File: src/rtl/sipo_pkg.sv
package sipo_pkg;

    // Two-state view of a synchronized strobe pin
    typedef enum logic {
        PIN_LOW  = 1'b0,
        PIN_HIGH = 1'b1
    } pin_state_e;

    // Pin indices inside the synchronizer bank
    localparam int PIN_DATA  = 0;
    localparam int PIN_SHIFT = 1;
    localparam int PIN_LATCH = 2;
    localparam int PIN_SCLR  = 3;
    localparam int PIN_LCLR  = 4;
    localparam int PIN_COUNT = 5;

endpackage

File: src/rtl/sipo_sync.sv
module sipo_sync #(
    parameter int   STAGES    = 2,
    parameter logic RESET_VAL = 1'b0
) (
    input  logic clk,
    input  logic rst_n,
    input  logic d,
    output logic q
);

    logic [STAGES-1:0] flops;

    always_ff @(posedge clk or negedge rst_n) begin
        if (!rst_n) begin
            flops <= {STAGES{RESET_VAL}};
        end else begin
            flops <= {flops[STAGES-2:0], d};
        end
    end

    assign q = flops[STAGES-1];

endmodule

File: src/rtl/sipo_edge_fsm.sv
module sipo_edge_fsm
    import sipo_pkg::*;
(
    input  logic clk,
    input  logic rst_n,
    input  logic level,
    output logic rise
);

    pin_state_e state_q;
    pin_state_e state_d;

    // State register
    always_ff @(posedge clk or negedge rst_n) begin
        if (!rst_n) begin
            state_q <= PIN_LOW;
        end else begin
            state_q <= state_d;
        end
    end

    // Next state
    always_comb begin
        state_d = state_q;
        unique case (state_q)
            PIN_LOW:  if (level)  state_d = PIN_HIGH;
            PIN_HIGH: if (!level) state_d = PIN_LOW;
            default:  state_d = PIN_LOW;
        endcase
    end

    // Outputs: the event fires only on the PIN_LOW -> PIN_HIGH transition
    always_comb begin
        rise = 1'b0;
        unique case (state_q)
            PIN_LOW:  rise = level;
            PIN_HIGH: rise = 1'b0;
            default:  rise = 1'b0;
        endcase
    end

    // one pulse per rising edge, never two events back to back
    assert_single_event_R2: assert property (
        @(posedge clk) disable iff (!rst_n) rise |=> !rise
    );

endmodule

File: src/rtl/sipo_shift_reg.sv
module sipo_shift_reg #(
    parameter int WIDTH = 8
) (
    input  logic             clk,
    input  logic             rst_n,
    input  logic             clr_n,
    input  logic             step,
    input  logic             din,
    output logic [WIDTH-1:0] q
);

    always_ff @(posedge clk or negedge rst_n) begin
        if (!rst_n) begin
            q <= '0;
        end else if (!clr_n) begin
            q <= '0;
        end else if (step) begin
            q <= {q[WIDTH-2:0], din};
        end
    end

    assert_clear_empties_R4: assert property (
        @(posedge clk) disable iff (!rst_n) !clr_n |=> (q == '0)
    );

    assert_shift_moves_R2: assert property (
        @(posedge clk) disable iff (!rst_n)
        (clr_n && step) |=> (q[WIDTH-1:1] == $past(q[WIDTH-2:0])) && (q[0] == $past(din))
    );

    assert_idle_holds_R3: assert property (
        @(posedge clk) disable iff (!rst_n) (clr_n && !step) |=> $stable(q)
    );

endmodule

File: src/rtl/sipo_hold_reg.sv
module sipo_hold_reg #(
    parameter int WIDTH = 8
) (
    input  logic             clk,
    input  logic             rst_n,
    input  logic             clr_n,
    input  logic             load,
    input  logic [WIDTH-1:0] src,
    output logic [WIDTH-1:0] q
);

    always_ff @(posedge clk or negedge rst_n) begin
        if (!rst_n) begin
            q <= '0;
        end else if (!clr_n) begin
            q <= '0;
        end else if (load) begin
            q <= src;
        end
    end

    assert_load_copies_R5: assert property (
        @(posedge clk) disable iff (!rst_n) (clr_n && load) |=> (q == $past(src))
    );

    assert_clear_empties_R6: assert property (
        @(posedge clk) disable iff (!rst_n) !clr_n |=> (q == '0)
    );

endmodule

File: src/rtl/sipo_expander.sv
module sipo_expander
    import sipo_pkg::*;
#(
    parameter int WIDTH       = 8,
    parameter int SYNC_STAGES = 2
) (
    input  logic             clk,
    input  logic             rst_n,
    input  logic             data_in,
    input  logic             shift_strobe,
    input  logic             latch_strobe,
    input  logic             shift_clear_n,
    input  logic             latch_clear_n,
    output logic [WIDTH-1:0] par_out,
    output logic             cascade_out
);

    // Clears idle high, everything else idles low
    localparam logic [PIN_COUNT-1:0] SYNC_RST = (1 << PIN_SCLR) | (1 << PIN_LCLR);
    localparam int NUM_EDGES = 2;

    logic [PIN_COUNT-1:0] pin_raw;
    logic [PIN_COUNT-1:0] pin_s;
    logic [NUM_EDGES-1:0] ev;
    logic [WIDTH-1:0]     shift_q;

    assign pin_raw = {latch_clear_n, shift_clear_n, latch_strobe, shift_strobe, data_in};

    genvar gi;
    generate
        for (gi = 0; gi < PIN_COUNT; gi++) begin : g_sync
            sipo_sync #(
                .STAGES    (SYNC_STAGES),
                .RESET_VAL (SYNC_RST[gi])
            ) u_sync (
                .clk   (clk),
                .rst_n (rst_n),
                .d     (pin_raw[gi]),
                .q     (pin_s[gi])
            );
        end
        // ev[0]: shift event, ev[1]: latch event
        for (gi = 0; gi < NUM_EDGES; gi++) begin : g_edge
            sipo_edge_fsm u_edge (
                .clk   (clk),
                .rst_n (rst_n),
                .level (pin_s[PIN_SHIFT + gi]),
                .rise  (ev[gi])
            );
        end
    endgenerate

    sipo_shift_reg #(.WIDTH(WIDTH)) u_shift (
        .clk   (clk),
        .rst_n (rst_n),
        .clr_n (pin_s[PIN_SCLR]),
        .step  (ev[0]),
        .din   (pin_s[PIN_DATA]),
        .q     (shift_q)
    );

    sipo_hold_reg #(.WIDTH(WIDTH)) u_hold (
        .clk   (clk),
        .rst_n (rst_n),
        .clr_n (pin_s[PIN_LCLR]),
        .load  (ev[1]),
        .src   (shift_q),
        .q     (par_out)
    );

    assign cascade_out = shift_q[WIDTH-1];

    // a coincident shift and transfer captures the pre-shift word
    assert_tied_lags_R8: assert property (
        @(posedge clk) disable iff (!rst_n)
        (ev[0] && ev[1] && pin_s[PIN_LCLR] && pin_s[PIN_SCLR])
            |=> (par_out == $past(shift_q)) && (par_out != shift_q || $past(shift_q) == shift_q)
    );

    // clearing the holding register leaves idle shift stages untouched
    assert_hold_clear_spares_shift_R6: assert property (
        @(posedge clk) disable iff (!rst_n)
        (!pin_s[PIN_LCLR] && pin_s[PIN_SCLR] && !ev[0]) |=> $stable(shift_q)
    );

endmodule

File: config.mk
export PLATFORM = sky130hd
export DESIGN_NAME = sipo_expander
export DESIGN_NICKNAME = d
export VERILOG_FILES = /design/src/rtl/sipo_pkg.sv /design/src/rtl/sipo_sync.sv /design/src/rtl/sipo_edge_fsm.sv /design/src/rtl/sipo_shift_reg.sv /design/src/rtl/sipo_hold_reg.sv /design/src/rtl/sipo_expander.sv
export SDC_FILE = /design/constraint.sdc
export NUM_CORES = 1
export LEC_CHECK = 0
export ABC_AREA = 1
export BUFFER_PORTS_ARGS = -buffer_cell sky130_fd_sc_hd__buf_2
export CELL_PAD_IN_SITES_DETAIL_PLACEMENT = 0
export CELL_PAD_IN_SITES_GLOBAL_PLACEMENT = 2
export CORE_ASPECT_RATIO = 1.1
export CORE_MARGIN = 2
export CORE_UTILIZATION = 34
export DETAILED_ROUTE_END_ITERATION = 16
export PLACE_DENSITY_LB_ADDON = 0.05
export SYNTH_ARGS = -nofsm -noshare
export SYNTH_HDL_FRONTEND = slang
export SYNTH_SLANG_ARGS = --single-unit
File: constraint.sdc
create_clock -name clk -period 1.6 [get_ports clk]
set_clock_uncertainty 0.2 [all_clocks]
set_input_delay 0.32 -clock clk [delete_from_list [all_inputs] [get_ports clk]]
set_output_delay 0.32 -clock clk [all_outputs]
set_load 0.02 [all_outputs]
### Word-level counts from Yosys, hierarchy flattened

Cells that the tools add are included.

* $add $sub $neg: 0
* multiply operators: 0
* divide/modulo/power cells: 0
* $lt $le $gt $ge: 0
* eq/ne operators: 2
* shifts and indexed selects: 0
* multiplexer cells: 8
* bitwise gates (word level): 2
* reductions and logical operators: 0

Operator list (count)
* two-way mux 8 bit: 4
* inequality test 2 x 1 -> 1 bit, second input constant: 2
* one-hot mux 1 bit (2 select lines): 2
* two-way mux 1 bit: 2
* inverter 1 bit: 2

* bits in registers: 28
* latch bits: 0
* memory bits (writable): 0
* memory bits (read-only): 0
* bits of input ports: 7
* output and inout bits: 9
* word-level logic and storage cells: 21
* memories kept: 0

### Longest topological paths before layout

Gate-level depths: netlist of the first run.

* word-level depth: 4
* mapped depth: 5
* depth with buffers taken out: 5

### Hierarchy

A second synthesis of the first run with hierarchy kept.

* cell total of the unflattened synthesis: 88
* area, all modules: 1048.5 µm²

By module, submodules not included
* sipo_hold_reg: instances 1, cells an instance 36, area each 361.6 µm², seq. area each 200.2 µm²
* sipo_shift_reg: instances 1, cells an instance 36, area each 361.6 µm², seq. area each 200.2 µm²
* sipo_sync (g_sync[0].u_sync ...): instances 3, cells an instance 2, area each 50.0 µm², seq. area each 50.0 µm²
* sipo_sync (g_sync[3].u_sync ...): instances 2, cells an instance 2, area each 52.6 µm², seq. area each 52.6 µm²
* sipo_edge_fsm: instances 2, cells an instance 3, area each 35.0 µm², seq. area each 25.0 µm²

### Worst setup path before layout of the first run

Ideal clock, no wire load.

* path kind: register to register
* start point: register g_sync[4].u_sync.flops[1]
* end point: register u_hold.q[7]
* setup time: 66 ps
* data arrival time: 862 ps
* required time: 1334 ps
* path slack: 472 ps
* stages on the path, launching flop included: 5
* buffers on the path: 2
* period minus slack after synthesis: 1128 ps
* cell sequence: dfstp_2 -> buf_6 -> buf_8 -> nand4_1 -> nand2_1

* cells in the longest elaborated chain, start to end: 1
* elaborated cells between the ends (all ways): 2
* classes of those cells: eq/ne: 1; mux: 1

RTL lines
* from (decl): line sipo_sync.sv:11 `logic [STAGES-1:0] flops;`
* from (signal assigned): line sipo_sync.sv:15 `flops <= {STAGES{RESET_VAL}};`
* from (signal assigned): line sipo_sync.sv:17 `flops <= {flops[STAGES-2:0], d};`
* inequality test 2 x 1 -> 1 bit (no source line) or two-way mux 8 bit (tied branches)
* to (signal assigned): line sipo_hold_reg.sv:18 `q <= src;`
* to (decl): line sipo_hold_reg.sv:9 `output logic [WIDTH-1:0] q`

Several ways; a longest one is shown, not always the timed one.
A chain may end at the register's enable or synchronous reset.

### Worst setup path after layout of the first run

* start point: register u_shift.q[7]
* end point: output cascade_out

RTL lines
* from (decl): line sipo_shift_reg.sv:9 `output logic [WIDTH-1:0] q`
* from (signal assigned): line sipo_shift_reg.sv:18 `q <= {q[WIDTH-2:0], din};`
* to (decl): line sipo_expander.sv:15 `output logic cascade_out`

No word-level cell between the ends.

==> results of run 1 <==
worst max-delay path by stage:
stage / cells past startpoint / to / startpoint
final: 1 / cascade_out / u_shift.q[7]
after floorplan: 4 / u_hold.q[7] / g_sync[4].u_sync.flops[1]
after CTS: 1 / cascade_out / u_shift.q[7]
after global routing: 1 / cascade_out / u_shift.q[7]
after global placement: 2 / u_hold.q[6] / g_sync[4].u_sync.flops[1]
after detailed placement: 2 / u_hold.q[3] / g_sync[4].u_sync.flops[1]
per-stage QoR:
stage,instances,instance area (um^2)
2_1_floorplan,101,1050
3_3_place_gp,147,1140
3_5_place_dp,147,1140
4_1_cts,157,1260
5_1_grt,157,1260
6_report,157,1260
sequential cells by signal (all words and copies together) (netlist names):
name / count
u_shift.q: 8
u_hold.q: 8
g_sync.u_sync.flops: 10
g_edge.u_edge.state_q: 2
Yosys cell counts (all sizes together):
| library cell | count | area, um^2 |
|---|---|---|
| dfrtp | 24 | 601 |
| inv | 11 | 41.3 |
| buf | 4 | 38.8 |
| nand3 | 8 | 40.0 |
| nand4 | 9 | 56.3 |
| nand2 | 41 | 164 |
| dfstp | 4 | 105 |
cells by family (layout without fill, tap and decap cells):
group                  count (synthesis)  count (layout)  synth area share (%)
AND/OR/NAND/NOR                       58              58                  24.9
flip-flops                            28              28                  67.5
buffers and inverters                 15              37                  7.65
power by group:
| part | switching [mW] | internal, mW | total [mW] |
|---|---|---|---|
| logic | 0.0337 | 0.0247 | 0.0584 |
| clock network | 0.204 | 0.253 | 0.457 |
| registers | 0.0191 | 0.730 | 0.749 |
| total | 0.257 | 1.01 | 1.26 |
cell type report:
cell class	count	area (um^2)
clock buffers	3	22.5
clock inverters	1	30.0
fillers	314	1740
inverters	11	41.3
multi-input cells	58	260
flip-flops and latches	28	706
well taps	34	42.5
repair buffers	22	155
layer usage:
layer  vias up  part of all wire (%)  wire, um  GRT usage [%]
li1        361                     -         -              -
met1       332                    49       924           17.2
met2        13                    46       858           17.8
met3         2                   3.5        66           1.88
met4         0                  0.96        18           6.10
met5         -                     0         0              0
==> metrics.yaml, run 1 <==
slowest_stage: "dfrtp_1"
max_cap_violations: 0
clock-sinks: 28
hold_viol: 0
cp-start-kind: "flip-flop"
critPathBufInv: 1
die_w_um: 56.9
critical_path.max_stage_delay_ns: 0.43
cts_buffer_depth: 2
worstMarginPinSlew_ns: 0.366
wl_per_cell_um: 11.9
finalCritPeriodShare_pct: 90.2
ys_warn_count: 0
antenna_found_initial: 0
core_um2: 3000
drt_wl_total_um: 1870
final_common_cell: "nand2_1"
power_density_nw_per_um2: 1010
grt_pass1_wl_um: 3310
r2r_cells: 2
ctsHtreeMaxLevel: 1
worstPathArrival_ns: 0.92
outcome: "finished clean"
ys_seq_elements: 28
power_mw: 1.26
grt_pass1_vias: 696
root_buffer: "clkbuf_4"
rr_endpoint: "u_hold.q[3]"
syn_area_um2: 1050
grt_max_degree: 17
routed_via_density: 4.51
criticalPathCategory: "flip-flop to output pin"
synthCells: 101
dpl.hpwl_um: 1290
setup_violations: 0
slew_viol_final: 0
rsz0062_at_grt: "no"
port_buffers: 15
insertion_delay_ns: 0.32
critical_path.top_delay_family: "flip-flops"
rows: 21
syn-num-nets: 108
synth.avg_cell_area_um2: 10.4
regToRegSetupSlack_ns: 0.39
path_max_fanout: 3
cts_resized: 0
vias: 708
seq_area_frac_synth_pct: 67.5
cts_hold_buf: 6
drt-pass1-iter-count: 4
drive_gt1_share_pct: 23.6
drtIter0Drc: 20
grt_overflow: 0
ir_worst_vdd_mv: 0.499
max_slew_margin_pct: 75.6
n_antenna_cell: 0
clock.fmax_mhz: 693
hold_slack_ns: 0.166
fin_crit_ns: 1.44
synth_cell_types: 13
holdCritStartpoint: "g_sync[1].u_sync.flops[0]"
final_net_count: 131
final_util_pct: 42.0
ios: 16
start_util_pct: 34.9
fp.dieArea_um2: 3540
cts_tree: "done"
holdPathStages: 0
die_h_um: 62.2
finalWorstSetupSlack_ns: 0.158
min_to: "g_sync[1].u_sync.flops[1]"
drc: 0
numCtsBuffers: 3
final_cell_mix: "39 x nand2_1, 24 x dfrtp_1, 15 x buf_2"
post_cts_buffers: 0
finalSetupTns_ns: 0
end_kind: "output pin"
grt.total_usage_pct: 12.1
leakagePower_nw: 0.734
crit_chain: "buf_2"
timing.rr.start: "g_sync[4].u_sync.flops[1]"
cts.reportedPaths.clkPinSlew_ns: 0.15
pre_cts_slack_ns: 0.422
hold_path.class: "flip-flop to flip-flop"
ant_nets: 0
place_congestion: 0.679
area_delta_synth_final_pct: 20.2
critPathRequiredTime_ns: 1.08
No activity file was read; power rests on OpenSTA's default activity.
==> run 2, diff against run 1 <==
--- a/config.mk
+++ b/config.mk
@@ -6,13 +6,13 @@
 export NUM_CORES = 1
 export LEC_CHECK = 0
 export ABC_AREA = 1
-export BUFFER_PORTS_ARGS = -buffer_cell sky130_fd_sc_hd__buf_2
 export CELL_PAD_IN_SITES_DETAIL_PLACEMENT = 0
 export CELL_PAD_IN_SITES_GLOBAL_PLACEMENT = 2
 export CORE_ASPECT_RATIO = 1.1
 export CORE_MARGIN = 2
-export CORE_UTILIZATION = 34
+export CORE_UTILIZATION = 37
 export DETAILED_ROUTE_END_ITERATION = 16
+export DONT_BUFFER_PORTS = 1
 export PLACE_DENSITY_LB_ADDON = 0.05
 export SYNTH_ARGS = -nofsm -noshare
 export SYNTH_HDL_FRONTEND = slang
==> constraint.sdc (replaced) <==
create_clock -name clk -period 1.6 [get_ports clk]
set_clock_uncertainty 0.2 [all_clocks]
set_input_delay 0 -clock clk [delete_from_list [all_inputs] [get_ports clk]]
set_output_delay 0 -clock clk [all_outputs]
set_load 0.02 [all_outputs]
==> run 2 against run 1 <==
Net effect: register-to-register slack barely moved; clock-buffer cell count did not move; final area fell by 2.1%; largest cell class unchanged; global-route usage rose by 0.41 points; via count fell by 6.4%; sequential power barely moved; worst hold slack got worse by 0.13 ns; utilization rose by 3.2 points; critical path depth rose by 1.
==> metrics.yaml, run 2 (same netlist as run 1, synthesis figures left out) <==
post_cts_buffers: 0  # unchanged
drc: 0  # unchanged
clock-sinks: 28  # unchanged
start_util_pct: 38.3  # +3.4 points
fp.dieArea_um2: 3270  # -7.6%
antenna_found_initial: 0  # unchanged
final_cell_mix: "39 x nand2_1, 24 x dfrtp_1, 11 x dlygate4sd3_1"
fin_crit_ns: 1.22  # -0.226 ns
ios: 16  # unchanged
finalCritPeriodShare_pct: 76.0  # -14 points
cts_hold_buf: 10  # +4
worstMarginPinSlew_ns: 0.343  # -0.0230 ns
worstPathArrival_ns: 1.29  # +0.37 ns
root_buffer: "clkbuf_4"
insertion_delay_ns: 0.32  # about the same
n_antenna_cell: 0  # unchanged
cts_buffer_depth: 2  # unchanged
grt_overflow: 0  # unchanged
area_delta_synth_final_pct: 17.7
largest-register: "g_sync.u_sync.flops"
final_common_cell: "nand2_1"
clock.fmax_mhz: 822  # +19%
leakagePower_nw: 0.681  # -7.2%
cts.reportedPaths.clkPinSlew_ns: 0.14  # about the same
power_mw: 1.26  # -0.68%
power_density_nw_per_um2: 1020  # +1.4%
dpl.cell_count: 130  # -12%
rsz0062_at_grt: "no"
cp-start-kind: "flip-flop"
n_fill_cell: 275  # -12%
grt_pass1_vias: 647  # -7.0%
drt_wl_total_um: 1770  # -5.0%
slew_viol_final: 0  # unchanged
hold_viol: 0  # unchanged
max_slew_margin_pct: 77.1  # +1.5 points
ant_nets: 0  # unchanged
finalSetupTns_ns: 0  # unchanged
hold_path.class: "primary input to flip-flop"
ctsHtreeMaxLevel: 1  # unchanged
die_w_um: 54.7  # -3.8%
core_um2: 2730  # -8.9%
largest_reg_flops: 10  # unchanged
end_kind: "flip-flop"
critical_path.max_stage_delay_ns: 0.73  # +0.30 ns
vias: 663  # -6.4%
grt_max_degree: 29  # +12
path_max_fanout: 16  # +13
die_h_um: 59.8  # -3.9%
crit_chain: "nand4_1 -> nand2_1"
critPathRequiredTime_ns: 1.67  # +0.59 ns
outcome: "finished clean"
final_net_count: 121  # -7.6%
reg.largest.list: "g_sync.u_sync.flops: 10 flops, u_hold.q: 8 flops, u_shift.q: 8 flops"
routed_via_density: 4.54  # +0.70%
cts_tree: "done"
drive_gt1_share_pct: 12.4  # -11 points
drt-pass1-iter-count: 4  # unchanged
cts_resized: 0  # unchanged
place_congestion: 0.620  # -8.7%
numCtsBuffers: 3  # unchanged
drtIter0Drc: 20  # unchanged
dpl.hpwl_um: 1170  # -9.3%
rows: 20  # -4.8%
slowest_stage: "dfstp_2"
setup_violations: 0  # unchanged
grt.total_usage_pct: 12.5  # +0.41 points
max_cap_violations: 0  # unchanged
grt_pass1_wl_um: 2860  # -14%
criticalPathCategory: "flip-flop to flip-flop"
final_cells: 146  # -7.0%
wl_per_cell_um: 12.2  # +2.2%
port_buffers: 0  # -15
ir_worst_vdd_mv: 0.590  # +18%
==> run 2: worst max-delay path: cells and delay by family, from the launching register on <==
kind          cells  cell delay [ns]
flops             1             0.73
simple gates      2             0.23
==> run 2: final cells by class <==
cell class / count / area [um^2] / area share [%]
Inverter: 11 / 41.3 / 3.35
Clock buffer: 3 / 22.5 / 1.83
Clock inverter: 1 / 30.0 / 2.44
Multi-Input combinational cell: 58 / 260 / 21.1
Sequential cell: 28 / 706 / 57.3
Tap cell: 33 / 41.3 / 3.35
Timing Repair Buffer: 12 / 130 / 10.6
==> run 2: worst paths after layout <==
path | start | end | slack, ns | depth (start not counted)
max | g_sync[4].u_sync.flops[1] | u_hold.q[3] | 0.38 | 2
min | latch_strobe | g_sync[2].u_sync.flops[0] | 0.04 | 1
max reg2reg | g_sync[4].u_sync.flops[1] | u_hold.q[3] | 0.38 | 2
min reg2reg | g_sync[0].u_sync.flops[0] | g_sync[0].u_sync.flops[1] | 0.16 | 0
max in group asynchronous | rst_n | g_sync[3].u_sync.flops[0] | 0.54 | 3
min in group asynchronous | rst_n | u_hold.q[7] | 0.43 | 3
==> run 2: per-stage QoR <==
step / instance area [um^2] / hold slack (ns) / setup slack [ns] / util (%)
after floorplan: 1050 / -0.496 / 0.472 / -
after global placement: 1050 / -0.495 / 0.432 / 38.4
after detailed placement: 1050 / -0.495 / 0.420 / 38.4
after CTS: 1210 / 0.00452 / 0.389 / 44.4
after global routing: 1230 / 0.0142 / 0.298 / 45.1
final: 1230 / 0.0372 / 0.383 / 45.1
==> run 2: power breakdown <==
| part | leakage [nW] | switching (mW) | internal [mW] | total (mW) |
|---|---|---|---|---|
| Combinational | 0.295 | 0.0317 | 0.0275 | 0.0592 |
| Sequential | 0.358 | 0.0195 | 0.730 | 0.749 |
| Clock | 0.0279 | 0.195 | 0.253 | 0.448 |
==> run 2: layer usage <==
metal  wire, um  track usage, %  vias up
li1           -               -      338
met4         16            6.43        0
met3         81            2.50        2
met2        802            19.4       13
met5          0               0        -
met1        874            16.3      310
==> run 3, diff against run 2 <==
--- a/config.mk
+++ b/config.mk
@@ -5,12 +5,12 @@
 export SDC_FILE = /design/constraint.sdc
 export NUM_CORES = 1
 export LEC_CHECK = 0
-export ABC_AREA = 1
+export ABC_AREA = 0
 export CELL_PAD_IN_SITES_DETAIL_PLACEMENT = 0
 export CELL_PAD_IN_SITES_GLOBAL_PLACEMENT = 2
 export CORE_ASPECT_RATIO = 1.1
 export CORE_MARGIN = 2
-export CORE_UTILIZATION = 37
+export CORE_UTILIZATION = 36
 export DETAILED_ROUTE_END_ITERATION = 16
 export DONT_BUFFER_PORTS = 1
 export PLACE_DENSITY_LB_ADDON = 0.05
==> constraint.sdc (replaced) <==
create_clock -name clk -period 1 [get_ports clk]
set_clock_uncertainty 0.2 [all_clocks]
set_input_delay 0 -clock clk [delete_from_list [all_inputs] [get_ports clk]]
set_output_delay 0 -clock clk [all_outputs]
set_load 0.02 [all_outputs]
==> run 3 against run 2 <==
Net effect: the flow now finishes with violations (hold timing, setup timing); largest cell class unchanged; critical path depth increased by 1; synthesized area shrank 3.6%; first-iteration DRC count down 55%; total power up 49%; non-clock buffer count increased by 21; cell count fell by 3.4%; via count shrank 4.8%; clock power grew 20%.
==> metrics.yaml, run 3 <==
port_buffers: 0  # unchanged
drc: 0  # unchanged
cts_tree: "done"
seq_area_frac_synth_pct: 70.0  # +2.5 points
gr-usage-met1_pct: 18.4  # +2.1 points
hold_slack_ns: -0.111  # -0.148 ns
grtUsageMet2_pct: 17.6  # -1.8 points
synth_cell_types: 8  # -5
fp.dieArea_um2: 3240  # -0.85%
leakagePower_nw: 0.673  # -1.2%
rows: 20  # unchanged
grt_max_degree: 29  # unchanged
wl_per_cell_um: 12.1  # -0.54%
hold_path.class: "primary input to async pin"
synth-edff-count: 0  # unchanged
rsz0062_at_grt: "yes"
ys_seq_elements: 28  # unchanged
drt_wl_total_um: 1700  # -3.9%
hold_viol: 24  # +24
end_kind: "flip-flop"
start_util_pct: 37.0  # -1.4 points
path_max_fanout: 4  # -12
area_delta_synth_final_pct: 41.9
ir_worst_vdd_mv: 0.846  # +43%
drtIter0Drc: 9  # -55%
syn_area_um2: 1010  # -3.6%
grt_util_met3_pct: 2.27  # -0.23 points
n_antenna_cell: 0  # unchanged
syn-num-nets: 83  # -23%
finalSetupTns_ns: -2.92  # -2.92 ns
worstMarginPinSlew_ns: 0.120  # -0.223 ns
final_cell_mix: "24 x dfrtp_1, 17 x nand2_1, 16 x mux2i_1"
largest-register: "g_sync.u_sync.flops"
ant_nets: 0  # unchanged
finalCritPeriodShare_pct: 115  # +39 points
slowest_stage: "dfstp_2"
synthCells: 76  # -25%
core_um2: 2730  # unchanged
synthTopCellsByArea: "dfrtp_1 60%, mux2i_1 16%, dfstp_2 10%"
synthArstFlopShare_pct: 100  # unchanged
numCtsBuffers: 3  # unchanged
clock-sinks: 28  # unchanged
busiest_layer: "met1"
max_cap_violations: 0  # unchanged
fin_crit_ns: 1.15  # -0.0676 ns
yosys.cell_count.top_type: "nand2_1"
drt-pass1-iter-count: 4  # unchanged
synth_top_area_share_pct: 59.6  # +2.1 points
critical_path.max_stage_delay_ns: 0.58  # -0.15 ns
ys.flop_type: "dfrtp_1"
violations: "hold timing, setup timing"
synth.avg_cell_area_um2: 13.3  # +28%
setup_violations: 27  # +27
vias: 631  # -4.8%
cp-start-kind: "flip-flop"
ios: 16  # unchanged
final_net_count: 116  # -4.1%
finalWorstSetupSlack_ns: -0.149  # -0.532 ns
synth_commonest_cells: "25 x nand2_1, 24 x dfrtp_1, 16 x mux2i_1"
criticalPathCategory: "flip-flop to flip-flop"
slew_viol_final: 0  # unchanged
synth_area_leader_cell: "dfrtp_1"
die_h_um: 59.5  # -0.43%
antenna_found_initial: 0  # unchanged
root_buffer: "clkbuf_4"
critical_path.top_delay_family: "flip-flops"
ys_warn_count: 0  # unchanged
max_slew_margin_pct: 91.7  # +15 points
clock.fmax_mhz: 870  # +5.9%
die_w_um: 54.5  # -0.42%
cts.reportedPaths.clkPinSlew_ns: 0.15  # about the same
critPathBufInv: 1  # +1
ctsHtreeMaxLevel: 1  # unchanged
routed_via_density: 4.48  # -1.5%
final_util_pct: 52.5  # +7.3 points
drive_gt1_share_pct: 39.8  # +27 points
grt.total_usage_pct: 12.5  # +0.039 points
dpl_cell_area_um2: 1110  # +6.2%
final_cell_area_um2: 1430  # +16%
place_congestion: 0.622  # +0.27%
critPathRequiredTime_ns: 1.05  # -0.62 ns
power_density_nw_per_um2: 1310  # +28%
grt_pass1_vias: 607  # -6.2%
cts_buffer_depth: 2  # unchanged
grt_pass1_wl_um: 2830  # -0.95%
insertion_delay_ns: 0.32  # about the same
largest_reg_flops: 10  # unchanged
grt_overflow: 0  # unchanged
final_common_cell: "dfrtp_1"
reg.largest.list: "g_sync.u_sync.flops: 10 flops, u_hold.q: 8 flops, u_shift.q: 8 flops"
worstPathArrival_ns: 1.20  # -0.09 ns
outcome: "finished with violations"
crit_chain: "buf_6 -> nand2_4 -> mux2i_1"
## run 3: cells by family after synthesis
group                  Yosys count  share of synthesized area, %
buffers and inverters            5                          3.60
flip-flops                      28                          70.0
multiplexers                    16                          15.9
AND/OR/NAND/NOR                 27                          10.5
## run 3: worst paths after layout
kind / start / endpoint / slack, ns / cells past startpoint
min in group clk: data_in / g_sync[0].u_sync.flops[0] / 0.02 / 1
max: g_sync[3].u_sync.flops[1] / u_shift.q[7] / -0.15 / 3
max in group asynchronous: rst_n / g_sync[4].u_sync.flops[1] / 0.48 / 2
min reg2reg: g_sync[2].u_sync.flops[0] / g_sync[2].u_sync.flops[1] / 0.17 / 0
max reg2reg: g_sync[3].u_sync.flops[1] / u_shift.q[7] / -0.15 / 3
min: rst_n / u_hold.q[3] / -0.11 / 2
## run 3: per-stage QoR
step                worst slack, ns  power (mW)  hold slack [ns]  cells
floorplan                    -0.178        1.26           -0.496     76
global placement             -0.169        1.26           -0.495    115
detailed placement           -0.206        1.26           -0.495    115
CTS                          -0.174        1.89           -0.122    137
global route                 -0.226        1.97           -0.129    141
finish                       -0.149        1.87           -0.111    141
## run 3: final cells by class
| cell class | instances | area [um^2] |
|---|---|---|
| Sequential cell | 28 | 706 |
| Timing Repair Buffer | 33 | 342 |
| Fill cell | 235 | 1300 |
| Multi-Input combinational cell | 43 | 307 |
| Clock buffer | 4 | 36.3 |
| Tap cell | 33 | 41.3 |
## run 3: worst register-to-register path, delay by kind of cell (launching register included)
| family | cells | cell delay (ns) |
|---|---|---|
| buffers and inverters | 1 | 0.13 |
| muxes | 1 | 0.13 |
| and+or+nand+nor | 1 | 0.05 |
| DFF | 1 | 0.58 |
## run 3: timing repair
| action | 4_1_cts | 5_1_grt |
|---|---|---|
| setup buffers | 10 | 3 |
| setup endpoints to repair | 25 | 25 |
| hold buffers | 8 | 1 |
| resized for setup | 12 | 8 |
| endpoints found under the hold margin | 33 | 27 |
## run 3: layer usage
metal	share of wire, %	vias up
li1	-	310
met3	3.4	2
met5	0	-
met4	1.1	0
met1	49	306
met2	46	13
## run 3: report_power, final
group	switching (mW)	internal (mW)	total, mW
clock	0.317	0.222	0.539
combinational	0.0672	0.0803	0.148
sequential	0.0141	1.17	1.18
